File: config.mk
export PLATFORM = sky130hd
export DESIGN_NAME = lvl_mode_seq
export DESIGN_NICKNAME = d
export VERILOG_FILES = /design/src/rtl/lms_pkg.sv /design/src/rtl/lms_dwell_timer.sv /design/src/rtl/lms_mode_drive.sv /design/src/rtl/lvl_mode_seq.sv
export SDC_FILE = /design/constraint.sdc
export NUM_CORES = 1
export LEC_CHECK = 0
export CORE_MARGIN = 2
export CORE_UTILIZATION = 51
export DETAILED_ROUTE_END_ITERATION = 8
export PLACE_DENSITY = 0.76
export SLEW_MARGIN = 40
export SYNTH_ARGS = -nofsm -noshare
export SYNTH_HDL_FRONTEND = slang
export SYNTH_SLANG_ARGS = --single-unit
File: constraint.sdc
create_clock -name clk_i -period 2.1 [get_ports clk_i]
set_input_delay 0.21 -clock clk_i [delete_from_list [all_inputs] [get_ports clk_i]]
set_output_delay 0.21 -clock clk_i [all_outputs]
set_load 0.02 [all_outputs]
File: src/rtl/lms_pkg.sv
package lms_pkg;

    // Sequencer phases
    typedef enum logic [1:0] {
        ST_IDLE = 2'd0,   // all levels in XOR test mode, waiting
        ST_SYS  = 2'd1,   // every level forced to system function
        ST_WALK = 2'd2,   // one level in system function, walking upward
        ST_FIN  = 2'd3    // walk complete, done flag held
    } seq_state_e;

    function automatic int unsigned levels_for(input int unsigned n_inputs);
        return (n_inputs > 2) ? $clog2(n_inputs) : 1;
    endfunction

endpackage

File: src/rtl/lms_dwell_timer.sv
module lms_dwell_timer #(
    parameter int unsigned DWELL = 21
) (
    input  logic clk_i,
    input  logic rst_ni,
    input  logic run_i,      // walk in progress
    input  logic restart_i,  // external strobe restarts the dwell
    output logic expire_o    // last clock of the current dwell
);
    localparam int unsigned CNT_W = (DWELL > 1) ? $clog2(DWELL) : 1;
    localparam logic [CNT_W-1:0] LAST = CNT_W'(DWELL - 1);

    logic [CNT_W-1:0] cnt_d, cnt_q;

    assign expire_o = run_i && (cnt_q == LAST);

    always_comb begin
        cnt_d = cnt_q + CNT_W'(1);
        if (!run_i || restart_i || expire_o) begin
            cnt_d = '0;
        end
    end

    always_ff @(posedge clk_i or negedge rst_ni) begin
        if (!rst_ni) begin
            cnt_q <= '0;
        end else begin
            cnt_q <= cnt_d;
        end
    end
endmodule

File: src/rtl/lms_mode_drive.sv
module lms_mode_drive #(
    parameter int unsigned LEVELS = 5
) (
    input  logic [LEVELS-1:0] walk_i,     // one-hot active level
    input  logic              all_sys_i,  // global system-mode override
    output logic [LEVELS-1:0] level_sys_o
);
    for (genvar g = 0; g < LEVELS; g++) begin : g_lvl
        assign level_sys_o[g] = all_sys_i | walk_i[g];
    end
endmodule

File: src/rtl/lvl_mode_seq.sv
module lvl_mode_seq
    import lms_pkg::*;
#(
    parameter int unsigned N_INPUTS = 20,
    parameter int unsigned DWELL    = 21,
    localparam int unsigned LEVELS  = levels_for(N_INPUTS)
) (
    input  logic              clk_i,
    input  logic              rst_ni,
    input  logic              test_start_i,
    input  logic              shift_i,
    input  logic              sys_mode_i,
    output logic [LEVELS-1:0] level_sys_o,
    output logic              done_o
);
    localparam logic [LEVELS-1:0] FIRST_LVL = LEVELS'(1);

    typedef struct packed {
        seq_state_e        state;
        logic [LEVELS-1:0] walk;   // one-hot active level
        logic              done;
    } seq_reg_t;

    seq_reg_t r_d, r_q;
    logic     dwell_end;
    logic     step;
    logic     walking;

    assign walking = (r_q.state == ST_WALK);
    assign step    = walking && (shift_i || dwell_end);

    lms_dwell_timer #(
        .DWELL (DWELL)
    ) u_timer (
        .clk_i     (clk_i),
        .rst_ni    (rst_ni),
        .run_i     (walking),
        .restart_i (shift_i),
        .expire_o  (dwell_end)
    );

    always_comb begin
        r_d = r_q;
        if (sys_mode_i) begin
            r_d.state = ST_SYS;
            r_d.walk  = '0;
            r_d.done  = 1'b0;
        end else begin
            unique case (r_q.state)
                ST_IDLE, ST_FIN: begin
                    if (test_start_i) begin
                        r_d.state = ST_WALK;
                        r_d.walk  = FIRST_LVL;
                        r_d.done  = 1'b0;
                    end
                end
                ST_SYS: begin
                    r_d.state = ST_IDLE;
                    r_d.walk  = '0;
                    r_d.done  = 1'b0;
                end
                ST_WALK: begin
                    if (step) begin
                        if (r_q.walk[LEVELS-1]) begin
                            r_d.state = ST_FIN;
                            r_d.walk  = '0;
                            r_d.done  = 1'b1;
                        end else begin
                            r_d.walk = r_q.walk << 1;
                        end
                    end
                end
                default: begin
                    r_d.state = ST_IDLE;
                    r_d.walk  = '0;
                    r_d.done  = 1'b0;
                end
            endcase
        end
    end

    always_ff @(posedge clk_i or negedge rst_ni) begin
        if (!rst_ni) begin
            r_q.state <= ST_IDLE;
            r_q.walk  <= '0;
            r_q.done  <= 1'b0;
        end else begin
            r_q <= r_d;
        end
    end

    lms_mode_drive #(
        .LEVELS (LEVELS)
    ) u_drive (
        .walk_i      (r_q.walk),
        .all_sys_i   (r_q.state == ST_SYS),
        .level_sys_o (level_sys_o)
    );

    assign done_o = r_q.done;
endmodule

==> results of run 1 <==
power groups by stage:
stage	Combinational (W)	Clock (W)	Sequential (W)
6_report	0.000479	0.000147	0.000299
5_1_grt	0.000530	0.000173	0.000303
4_1_cts	0.000486	0.000154	0.000299
3_5_place_dp	0.000482	0	0.000304
3_3_place_gp	0.000479	0	0.000303
2_1_floorplan	0.000328	0	0.000298
area by class of cell:
cell class | count | area share
repair buffers | 10 | 0.1158
multi-input cells | 49 | 0.4038
well taps | 15 | 0.02171
inverters | 12 | 0.05210
flip-flops and latches | 13 | 0.3763
clock buffers | 4 | 0.03039
worst max-delay path: stages (launching register included):
cell	delay, ns
sky130_fd_sc_hd__dfrtp_1	0.41
sky130_fd_sc_hd__ha_1	0.27
sky130_fd_sc_hd__or2_2	0.29
sky130_fd_sc_hd__clkdlybuf4s50_1	0.54
registers in the layout (all words and copies together), names as in the netlist:
name           count
r_q                7
u_timer.cnt_q      5
done_o             1
cells in the final DEF (no fill, tap or decap), types with 2 or more instances in the layout:
master / n
sky130_fd_sc_hd__nand2b_1: 3
sky130_fd_sc_hd__nor2_1: 8
sky130_fd_sc_hd__or2_2: 5
sky130_fd_sc_hd__a21oi_1: 3
sky130_fd_sc_hd__clkdlybuf4s50_1: 10
sky130_fd_sc_hd__xor2_1: 2
sky130_fd_sc_hd__inv_1: 12
sky130_fd_sc_hd__nand2_1: 4
sky130_fd_sc_hd__ha_1: 4
sky130_fd_sc_hd__mux2i_1: 3
sky130_fd_sc_hd__nand3_1: 2
sky130_fd_sc_hd__dfrtp_1: 13
sky130_fd_sc_hd__clkbuf_4: 3
metal layers:
metal | vias up | global-route usage | wire, um
met5 | - | 0 | 0
met4 | 0 | 0.03750 | 9
met3 | 2 | 0.06897 | 51
met2 | 11 | 0.2431 | 545
met1 | 249 | 0.2405 | 677
li1 | 274 | - | -
kinds of logic (layout without fill, tap and decap cells):
kind of cell / after synthesis / count (layout) / synth area share
AO/OA/AOI/OAI: 10 / 10 / 0.1107
XOR/XNOR: 3 / 3 / 0.03524
adder cells (fa/ha/maj): 4 / 4 / 0.06712
buffers and inverters: 15 / 26 / 0.09563
flip-flops: 13 / 13 / 0.4362
multiplexers: 4 / 4 / 0.05537
AND/OR/NAND/NOR: 28 / 28 / 0.1997
metrics by stage:
stage | instance area (um^2) | total power [W] | util | setup WS (ns)
after CTS | 864.6 | 0.0009385 | 0.6482 | 0.09369
final | 864.6 | 0.0009250 | 0.6482 | 0.1250
after global placement | 838.3 | 0.0007820 | 0.6285 | 0.3765
after floorplan | 745.7 | 0.0006252 | - | 0.4482
after global routing | 864.6 | 0.001006 | 0.6482 | 0.01067
after detailed placement | 838.3 | 0.0007859 | 0.6285 | 0.3166
how the worst max path moves through the flow:
stage	startpoint	end
6_report	r_q[6]	level_sys_o[1]
5_1_grt	r_q[6]	level_sys_o[1]
4_1_cts	r_q[6]	level_sys_o[1]
3_5_place_dp	sys_mode_i	r_q[2]
3_3_place_gp	sys_mode_i	r_q[2]
2_1_floorplan	u_timer.cnt_q[0]	r_q[1]
==> metrics.txt, run 1 <==
# TYPE chip_impl_metric gauge
chip_impl_metric{name="drt_iter0_markers",unit=""} 11
chip_impl_info{name="clock_tree_from_tritoncts",value="yes"} 1
chip_impl_metric{name="share_of_flip_flops_with_an_asynchronous_set_or_reset",unit=""} 1.000
chip_impl_metric{name="cts.htree.levels",unit=""} 1
chip_impl_metric{name="router_iterations_before_antenna_repair",unit=""} 4
chip_impl_metric{name="synthesis.area_per_instance",unit="um^2"} 9.685
chip_impl_info{name="library_cell_used_as_clock_root_buffer",value="sky130_fd_sc_hd__clkbuf_4"} 1
chip_impl_metric{name="worst_ep_arrival_time",unit="ns"} 1.77
chip_impl_metric{name="portion_of_the_clock_cycle_consumed_by_the_worst_path_in_the_final_layout",unit=""} 0.9405
chip_impl_metric{name="timing.final.max_slew_violations",unit=""} 0
chip_impl_metric{name="die_area",unit="um^2"} 1784
chip_impl_info{name="cp_class",value="reg -> out"} 1
chip_impl_metric{name="fin_crit",unit="ns"} 1.975
chip_impl_metric{name="final.setup_skew",unit="ns"} 0.001967
chip_impl_metric{name="ys_seq_elements",unit=""} 13
chip_impl_info{name="r2r-end",value="r_q[1]"} 1
chip_impl_info{name="synth_most_common_cell",value="sky130_fd_sc_hd__dfrtp_1"} 1
chip_impl_metric{name="antenna_left",unit=""} 0
chip_impl_info{name="critical_path.startpoint_type",value="register"} 1
chip_impl_metric{name="nFillCells",unit=""} 118
chip_impl_info{name="yosys-top-cells-area",value="sky130_fd_sc_hd__dfrtp_1, sky130_fd_sc_hd__ha_1, sky130_fd_sc_hd__inv_1"} 1
chip_impl_metric{name="dpl.cell_count",unit=""} 99
chip_impl_info{name="grt_setup_unrepaired",value="false"} 1
chip_impl_metric{name="timing.fmax",unit="GHz"} 0.5063
chip_impl_info{name="synth_flop_cell",value="sky130_fd_sc_hd__dfrtp_1"} 1
chip_impl_info{name="status",value="finished, final reports clean"} 1
chip_impl_metric{name="cellPowerDensity",unit="nW/um^2"} 1070
chip_impl_metric{name="synth-seq-area-share",unit=""} 0.4362
chip_impl_metric{name="reg2reg_depth",unit=""} 5
chip_impl_metric{name="bufs_on_longest_clock_path",unit=""} 2
chip_impl_metric{name="switching_share",unit=""} 0.3626
chip_impl_metric{name="post_drt_via_cell_ratio",unit=""} 5.204
chip_impl_metric{name="synth_cell_types",unit=""} 28
chip_impl_metric{name="grt_start_max_net_pins",unit=""} 14
chip_impl_metric{name="finalWirelength",unit="um"} 1283
chip_impl_metric{name="yosys_warnings",unit=""} 0
chip_impl_metric{name="via_count_of_the_first_global_routing_pass",unit=""} 522
chip_impl_metric{name="power_report.internal_total",unit="W"} 0.0005896
chip_impl_info{name="post-synth-top-area-cell",value="sky130_fd_sc_hd__dfrtp_1"} 1
chip_impl_metric{name="synth_nets",unit=""} 86
chip_impl_info{name="synth_commonest_cells",value="sky130_fd_sc_hd__dfrtp_1, sky130_fd_sc_hd__inv_1, sky130_fd_sc_hd__nor2_1"} 1
chip_impl_info{name="worstReg2RegStart",value="u_timer.cnt_q[0]"} 1
chip_impl_metric{name="clk-insertion-delay-late",unit="ns"} 0.27
chip_impl_metric{name="seq_area",unit="um^2"} 325.3
chip_impl_metric{name="cts_made_buffers",unit=""} 3
chip_impl_metric{name="placeableCoreArea",unit="um^2"} 1334
chip_impl_metric{name="worstPathMaxFanout",unit=""} 6
chip_impl_metric{name="flow.area_growth_from_synthesis",unit="%"} 15.94
chip_impl_metric{name="worst-r2r-setup-slack",unit="ns"} 0.37
chip_impl_metric{name="post-dp-hpwl",unit="um"} 990.2
chip_impl_metric{name="antenna_violations_before_repair",unit=""} 0
chip_impl_metric{name="slew_headroom",unit=""} 0.5825
chip_impl_metric{name="required",unit="ns"} 1.89
chip_impl_metric{name="rows",unit=""} 13
chip_impl_metric{name="antenna_cells_inserted",unit=""} 0
chip_impl_metric{name="report.final.setup_viol",unit=""} 0
chip_impl_metric{name="whs",unit="ns"} 0.3035
chip_impl_metric{name="hold_viol_final",unit=""} 0
chip_impl_metric{name="clockPowerShare",unit=""} 0.159
chip_impl_metric{name="least_margin_pin_slew",unit="ns"} 0.6176
chip_impl_metric{name="final_layout_size_suffix_gt1_frac",unit=""} 0.1364
chip_impl_metric{name="fin_setup_tns",unit="ns"} 0
chip_impl_metric{name="wl_per_cell",unit="um"} 12.46
chip_impl_metric{name="grt_first_pass_wirelength",unit="um"} 2277
chip_impl_metric{name="layout.nets",unit=""} 98
chip_impl_info{name="hold_path.class",value="in -> async"} 1
chip_impl_metric{name="power.leakage",unit="nW"} 0.3888
chip_impl_metric{name="irDropWorstVdd",unit="mV"} 0.5944
chip_impl_metric{name="syn_inst",unit=""} 77
chip_impl_metric{name="layout.cells.non_filler",unit=""} 103
chip_impl_metric{name="share_of_the_synthesized_area_in_the_top_cell_type",unit=""} 0.4362
chip_impl_metric{name="floorplan.initialDensity",unit=""} 0.5591
chip_impl_metric{name="globalRoute.totalOverflow",unit=""} 0
chip_impl_metric{name="p_sw",unit="W"} 0.0003354
chip_impl_metric{name="die_w",unit="um"} 42.24
chip_impl_metric{name="port_buffers",unit=""} 10
chip_impl_metric{name="remaining_drc_errors",unit=""} 0
chip_impl_metric{name="worst_setup_hold_path_clk_slew",unit="ns"} 0.07
chip_impl_metric{name="combPwrFrac",unit=""} 0.518
chip_impl_metric{name="gpl.final_weighted_congestion",unit=""} 0.7650
chip_impl_metric{name="holdBufCountCts",unit=""} 0
chip_impl_info{name="crit_path_end_kind",value="primary output"} 1
chip_impl_metric{name="seq_power_share",unit=""} 0.323
chip_impl_metric{name="maxCapViolCount",unit=""} 0
chip_impl_metric{name="synth_edf_count",unit=""} 0
chip_impl_metric{name="dr_total_vias",unit=""} 536
chip_impl_metric{name="cts-resized-gates",unit=""} 0
chip_impl_metric{name="cts_setup_buffers",unit=""} 0
chip_impl_metric{name="cell_area_synth",unit="um^2"} 745.7
chip_impl_metric{name="global_route.usage.total",unit=""} 0.1701
chip_impl_metric{name="fp.dieH",unit="um"} 42.24
chip_impl_metric{name="multi_input_area",unit="um^2"} 349.1
chip_impl_metric{name="clock_sinks",unit=""} 13
chip_impl_metric{name="boundaryPins",unit=""} 11
Note: power is estimated with default switching activity, not from simulation.
==> run 2: changes to the inputs <==
Settings changed: CAP_MARGIN set to 10.
==> results of run 2 <==
Final layout, timing and power as in run 1 (identical DEF).
